`src/rtl/disk_stat_pkg.sv`:
```
package disk_stat_pkg;
  localparam int unsigned STAT_W = 8;

  typedef struct packed {
    logic mot1;
    logic mot0;
    logic wg;
    logic ds1;
    logic ds0;
  } ctl_lvl_t;

  typedef struct packed {
    logic rd_tog;
    logic wd_tog;
    logic wg_stk;
    logic rd_stk;
    logic wd_stk;
  } flag_t;
endpackage

```
`src/rtl/disk_sync.sv`:
```
module disk_sync #(
  parameter int unsigned W      = 1,
  parameter int unsigned STAGES = 2,
  parameter logic [W-1:0] RST_VAL = '0
) (
  input  logic         clk_i,
  input  logic         rst_ni,
  input  logic [W-1:0] d_i,
  output logic [W-1:0] q_o
);
  logic [W-1:0] chain_q [STAGES];

  always_ff @(posedge clk_i or negedge rst_ni) begin
    if (!rst_ni) begin
      for (int i = 0; i < STAGES; i++) chain_q[i] <= RST_VAL;
    end else begin
      chain_q[0] <= d_i;
      for (int i = 1; i < STAGES; i++) chain_q[i] <= chain_q[i-1];
    end
  end

  assign q_o = chain_q[STAGES-1];
endmodule

```
`src/rtl/disk_edge_track.sv`:
```
module disk_edge_track
  import disk_stat_pkg::*;
(
  input  logic  clk_i,
  input  logic  rst_ni,
  input  logic  soft_rst_i,
  input  logic  rd_s_i,
  input  logic  wd_s_i,
  input  logic  wg_i,
  input  logic  dir_rd_i,
  output flag_t flags_o
);
  logic rd_prev_q, wd_prev_q, wg_prev_q;
  logic rd_fall, wd_fall, wg_rise;
  flag_t flg_q;

  always_ff @(posedge clk_i or negedge rst_ni) begin
    if (!rst_ni) begin
      rd_prev_q <= 1'b0;
      wd_prev_q <= 1'b0;
      wg_prev_q <= 1'b0;
    end else begin
      rd_prev_q <= rd_s_i;
      wd_prev_q <= wd_s_i;
      wg_prev_q <= wg_i;
    end
  end

  assign rd_fall = rd_prev_q & ~rd_s_i;
  assign wd_fall = wd_prev_q & ~wd_s_i;
  assign wg_rise = ~wg_prev_q & wg_i;

  // priority: soft reset, then setting edge, then read clear
  always_ff @(posedge clk_i or negedge rst_ni) begin
    if (!rst_ni) begin
      flg_q <= '0;
    end else if (soft_rst_i) begin
      flg_q <= '0;
    end else begin
      flg_q.rd_tog <= flg_q.rd_tog ^ rd_fall;
      flg_q.wd_tog <= flg_q.wd_tog ^ wd_fall;
      flg_q.wg_stk <= wg_rise | (flg_q.wg_stk & ~dir_rd_i);
      flg_q.rd_stk <= rd_fall | (flg_q.rd_stk & ~dir_rd_i);
      flg_q.wd_stk <= wd_fall | (flg_q.wd_stk & ~dir_rd_i);
    end
  end

  assign flags_o = flg_q;

  p_rd_toggle_r3: assert property (@(posedge clk_i) disable iff (!rst_ni)
    (rd_fall && !soft_rst_i) |=> (flg_q.rd_tog != $past(flg_q.rd_tog)));
  p_rd_hold_r3: assert property (@(posedge clk_i) disable iff (!rst_ni)
    (!rd_fall && !soft_rst_i) |=> $stable(flg_q.rd_tog));
  p_wd_toggle_r4: assert property (@(posedge clk_i) disable iff (!rst_ni)
    (wd_fall && !soft_rst_i) |=> (flg_q.wd_tog != $past(flg_q.wd_tog)));
  p_wg_set_r5: assert property (@(posedge clk_i) disable iff (!rst_ni)
    (wg_rise && !soft_rst_i) |=> flg_q.wg_stk);
  p_rdwd_set_r6: assert property (@(posedge clk_i) disable iff (!rst_ni)
    (rd_fall && wd_fall && !soft_rst_i) |=> (flg_q.rd_stk && flg_q.wd_stk));
  p_clear_r7: assert property (@(posedge clk_i) disable iff (!rst_ni)
    (dir_rd_i && !wg_rise && !rd_fall && !wd_fall) |=>
    !(flg_q.wg_stk || flg_q.rd_stk || flg_q.wd_stk));
  p_soft_clear_r9: assert property (@(posedge clk_i) disable iff (!rst_ni)
    soft_rst_i |=> (flg_q == '0));
endmodule

```
`src/rtl/disk_status_mux.sv`:
```
module disk_status_mux
  import disk_stat_pkg::*;
(
  input  logic              mode_compat_i,
  input  ctl_lvl_t          lvl_i,
  input  flag_t             flags_i,
  input  logic              drv2_n_s_i,
  output logic [STAT_W-1:0] stat_o
);
  logic [STAT_W-1:0] std_val, cmp_val;

  always_comb begin
    std_val = {2'b11, lvl_i.ds0, flags_i.wd_tog, flags_i.rd_tog,
               lvl_i.wg, lvl_i.mot1, lvl_i.mot0};
    cmp_val = {drv2_n_s_i, ~lvl_i.ds1, ~lvl_i.ds0, flags_i.wd_stk,
               flags_i.rd_stk, flags_i.wg_stk, 2'b11};
    stat_o  = mode_compat_i ? cmp_val : std_val;
  end
endmodule

```
`src/rtl/disk_status_reg.sv`:
```
module disk_status_reg
  import disk_stat_pkg::*;
#(
  parameter int unsigned SYNC_STAGES = 2
) (
  input  logic        clk_i,
  input  logic        rst_ni,
  input  logic        soft_rst_i,
  input  logic        mode_compat_i,
  input  logic [1:0]  mot_en_i,
  input  logic        wgate_i,
  input  logic [1:0]  ds_i,
  input  logic        rdata_i,
  input  logic        wdata_i,
  input  logic        drv2_ni,
  input  logic        dir_rd_i,
  output logic [7:0]  rd_data_o
);
  ctl_lvl_t   lvl_q;
  flag_t      flags;
  logic [1:0] data_s;
  logic       drv2_n_s;

  // mirrors: hardware reset only
  always_ff @(posedge clk_i or negedge rst_ni) begin
    if (!rst_ni) lvl_q <= '0;
    else         lvl_q <= '{mot1: mot_en_i[1], mot0: mot_en_i[0], wg: wgate_i,
                            ds1: ds_i[1], ds0: ds_i[0]};
  end

  disk_sync #(.W(2), .STAGES(SYNC_STAGES), .RST_VAL(2'b00)) u_data_sync (
    .clk_i (clk_i), .rst_ni(rst_ni), .d_i({rdata_i, wdata_i}), .q_o(data_s)
  );

  disk_sync #(.W(1), .STAGES(SYNC_STAGES), .RST_VAL(1'b1)) u_drv2_sync (
    .clk_i (clk_i), .rst_ni(rst_ni), .d_i(drv2_ni), .q_o(drv2_n_s)
  );

  disk_edge_track u_track (
    .clk_i     (clk_i),
    .rst_ni    (rst_ni),
    .soft_rst_i(soft_rst_i),
    .rd_s_i    (data_s[1]),
    .wd_s_i    (data_s[0]),
    .wg_i      (lvl_q.wg),
    .dir_rd_i  (dir_rd_i),
    .flags_o   (flags)
  );

  disk_status_mux u_mux (
    .mode_compat_i(mode_compat_i),
    .lvl_i        (lvl_q),
    .flags_i      (flags),
    .drv2_n_s_i   (drv2_n_s),
    .stat_o       (rd_data_o)
  );

  p_std_motor_r2: assert property (@(posedge clk_i) disable iff (!rst_ni)
    (!mode_compat_i && $past(rst_ni)) |-> (rd_data_o[1:0] == $past(mot_en_i)));
  p_cmp_ds_r8: assert property (@(posedge clk_i) disable iff (!rst_ni)
    (mode_compat_i && $past(rst_ni)) |-> (rd_data_o[6:5] == ~$past(ds_i)));
  p_soft_keep_r9: assert property (@(posedge clk_i) disable iff (!rst_ni)
    (soft_rst_i && $stable(mot_en_i)) |=> (lvl_q.mot1 == $past(mot_en_i[1])));
endmodule

```
`config.mk`:
```
export PLATFORM = sky130hd
export DESIGN_NAME = disk_status_reg
export DESIGN_NICKNAME = d
export VERILOG_FILES = /design/src/rtl/disk_stat_pkg.sv /design/src/rtl/disk_sync.sv /design/src/rtl/disk_edge_track.sv /design/src/rtl/disk_status_mux.sv /design/src/rtl/disk_status_reg.sv
export SDC_FILE = /design/constraint.sdc
export NUM_CORES = 1
export LEC_CHECK = 0
export BUFFER_PORTS_ARGS = -buffer_cell sky130_fd_sc_hd__buf_2
export CAP_MARGIN = 5
export CORE_MARGIN = 2
export CORE_UTILIZATION = 45
export CTS_CLUSTER_SIZE = 12
export DETAILED_ROUTE_END_ITERATION = 6
export GPL_TIMING_DRIVEN = 0
export PLACE_DENSITY = 0.71
export SLEW_MARGIN = 10
export SYNTH_ARGS = -nofsm -noshare
export SYNTH_HDL_FRONTEND = slang
export SYNTH_SLANG_ARGS = --single-unit
export TNS_END_PERCENT = 50
```
`constraint.sdc`:
```
create_clock -name clk_i -period 1.3 [get_ports clk_i]
set_input_delay 0.065 -clock clk_i [delete_from_list [all_inputs] [get_ports clk_i]]
set_output_delay 0.065 -clock clk_i [all_outputs]
set_load 0.005 [all_outputs]
```
==> out/metrics.cfg <==
[run]
drv_cap = 0

[cts]
cts_tree = done
cts_sinks = 19
clkTransAtPathRegs_ns = 0.10
clock_tree.root_cell = clkbuf_4
cts_buffers = 3
htreeDepth = 1
clock_path_buffers = 2
clock_latency_ns = 0.29
post_cts_resized = 0

[synth]
ys_seq_area_share_pct = 70.2
yosys_register_bits = 19
synth.area.mux_share_pct = 9.93
synth_fa_ha_area_share_pct = 0
synth_area_leaders = dfrtp_1, dfstp_2, mux2_4
yosys.area.top_type = dfrtp_1
synth.top_cell.area_share_pct = 62.5
synth-simple-area-share_pct = 14.0
synth-xor-area-share_pct = 1.29
synth_top_family_by_area = simple AND/OR/NAND/NOR gates
syn-cell-area_um2 = 681
avgSynthCellArea_um2 = 15.8
synth_cells = 43
syn_nets = 56
synth_compound_area_share_pct = 2.94
yosys_warnings = 0
synth_cell_types = 15

[worst_hold_path]
hold_class = in -> reg

[sta]
setup_tns_ns = 0
setup_viol = 0
drv_slew = 0
whs_ns = 0.0676
clock_skew_ns = 0.00132
timing.slew.headroom_pct = 73.0
rsz0062_at_grt = no
max_freq_mhz = 864
fin_crit_ns = 1.16
setup_slack_ns = 0.143
finalHoldViolCount = 0
post-route-period-util_pct = 89.0
tightestPinTransition_ns = 0.405

[layout]
diodes = 0
final_cell_mix = buf_2, dfrtp_1, dlygate4sd3_1
syn_to_final_growth_pct = 35.7
regArea_um2 = 478
drive_gt1_share_pct = 43.4
nFillCells = 122
nets = 90
multi_input_area_um2 = 191
layout_commonest_cell = buf_2

[critical_path]
crit_chain = mux2_4, buf_2
cp_max_fo = 3
cp.required_ns = 1.24
path_class = reg -> out
worstSetupEndpointType = output port
cp_slowest_stage_delay_ns = 0.41
critPathArrivalTime_ns = 1.09
critPathTopFamily = flip-flops
start_kind = flop
cp_slowest_cell = dfrtp_1
critical_path_buf_inv_count = 1
rrSetupSlack_ns = 0.31

[global_route]
antenna_found_initial = 0
grt_pass1_vias = 458
track_usage_pct = 15.6
grt_max_degree = 20
grt_pass1_wl_mm = 1.95
grt.overflow.total = 0

[route]
drt_iter0_drc = 4
drc = 0
wire_per_inst_um = 12.7
viasPerCell = 4.67
vias = 430
drt_pass1_iterations = 4
ant_nets = 0
drt_wl_total_mm = 1.17

[floorplan]
pin_count = 21
die_w_um = 42.9
die_h_um = 42.9
core_area_um2 = 1450
start_util_pct = 46.8
row_count = 14
die-area_um2 = 1840

[placed_design]
portBuffers = 19
post-dp-hpwl_um = 781
pre_cts_slack_ns = 0.315
gp_congestion = 0.634

[pwr]
cellLeakagePower_nw = 0.458
power_density_nw_per_um2 = 1130
ir_worst_vdd_v = 0.000736

[outcome]
outcome = complete, no violations

[timing repair]
item / 4_1_cts / 5_1_grt
hold buffers: 10 / 0
endpoints found under the hold margin: 28 / 0
setup buffers: 0 / 0
[worst reg2reg max path, cell delays in order, from the launching register on]
cell and delay (ns):
dfrtp_1 0.42, nor2b_4 0.13, mux2_2 0.34
[sequential cells by signal, summed over array words and instances (netlist names), 2 cells and up]
register / flops
lvl_q: 5
u_track.flags_o: 5
u_data_sync.q_o: 2
u_data_sync.chain_q: 2
[report_power, final]
part / switching (mW) / internal, mW
clock: 0.171 / 0.114
combinational: 0.0464 / 0.0770
sequential: 0.0144 / 0.625
[cells in the mapped netlist]
cell,instances
dfrtp_1,17
a21oi_1,2
nor2_1,2
or2_1,2
mux2_4,3
o21ba_1,1
nand2_1,1
xor2_1,1
mux2_2,2
nand2b_1,4
dfstp_2,2
nor2b_4,1
nor2b_1,3
nand2b_4,1
buf_6,1
[layout make-up]
type | count | share of cell area [%]
plain buffers | 1 | 1.22
clock inverters | 1 | 0.542
clock buffers | 3 | 2.44
repair buffers | 29 | 21.1
flip-flops and latches | 19 | 51.8
multi-input cells | 23 | 20.7
well taps | 16 | 2.17
[path summary, 6_finish.rpt]
check | depth (start not counted) | end | from
worst max-delay path | 2 | rd_data_o[2] | lvl_q[2]
worst min-delay path | 3 | u_track.flags_o[1] | dir_rd_i
worst max register to register | 2 | u_track.flags_o[3] | u_data_sync.q_o[0]
worst min register to register | 0 | u_data_sync.q_o[0] | u_data_sync.chain_q[2]
max in group asynchronous | 2 | u_drv2_sync.q_o | rst_ni
min in group asynchronous | 2 | u_data_sync.chain_q[3] | rst_ni
[metal layers]
| layer | track usage [%] | up-vias | routed length [um] |
|---|---|---|---|
| li1 | - | 201 | - |
| met1 | 16.4 | 218 | 429 |
| met2 | 26.7 | 7 | 674 |
| met3 | 2.55 | 4 | 37 |
| met4 | 13.1 | 0 | 24 |
| met5 | 0 | - | 0 |
[metrics by stage]
stage	cell area, um2	cells	util [%]	power (mW)
finish	923	92	63.5	1.05
global placement	796	78	54.7	0.746
floorplan	681	43	-	0.698
detailed placement	796	78	54.7	0.754
CTS	923	92	63.5	1.07
global route	923	92	63.5	1.11
[cell families after synthesis]
kind of cell | count (synthesis)
AO/OA/AOI/OAI | 3
XOR/XNOR | 1
buffers and inverters | 1
flip-flops | 19
multiplexers | 5
AND/OR/NAND/NOR | 14
No activity file was read; power rests on OpenSTA's default activity.
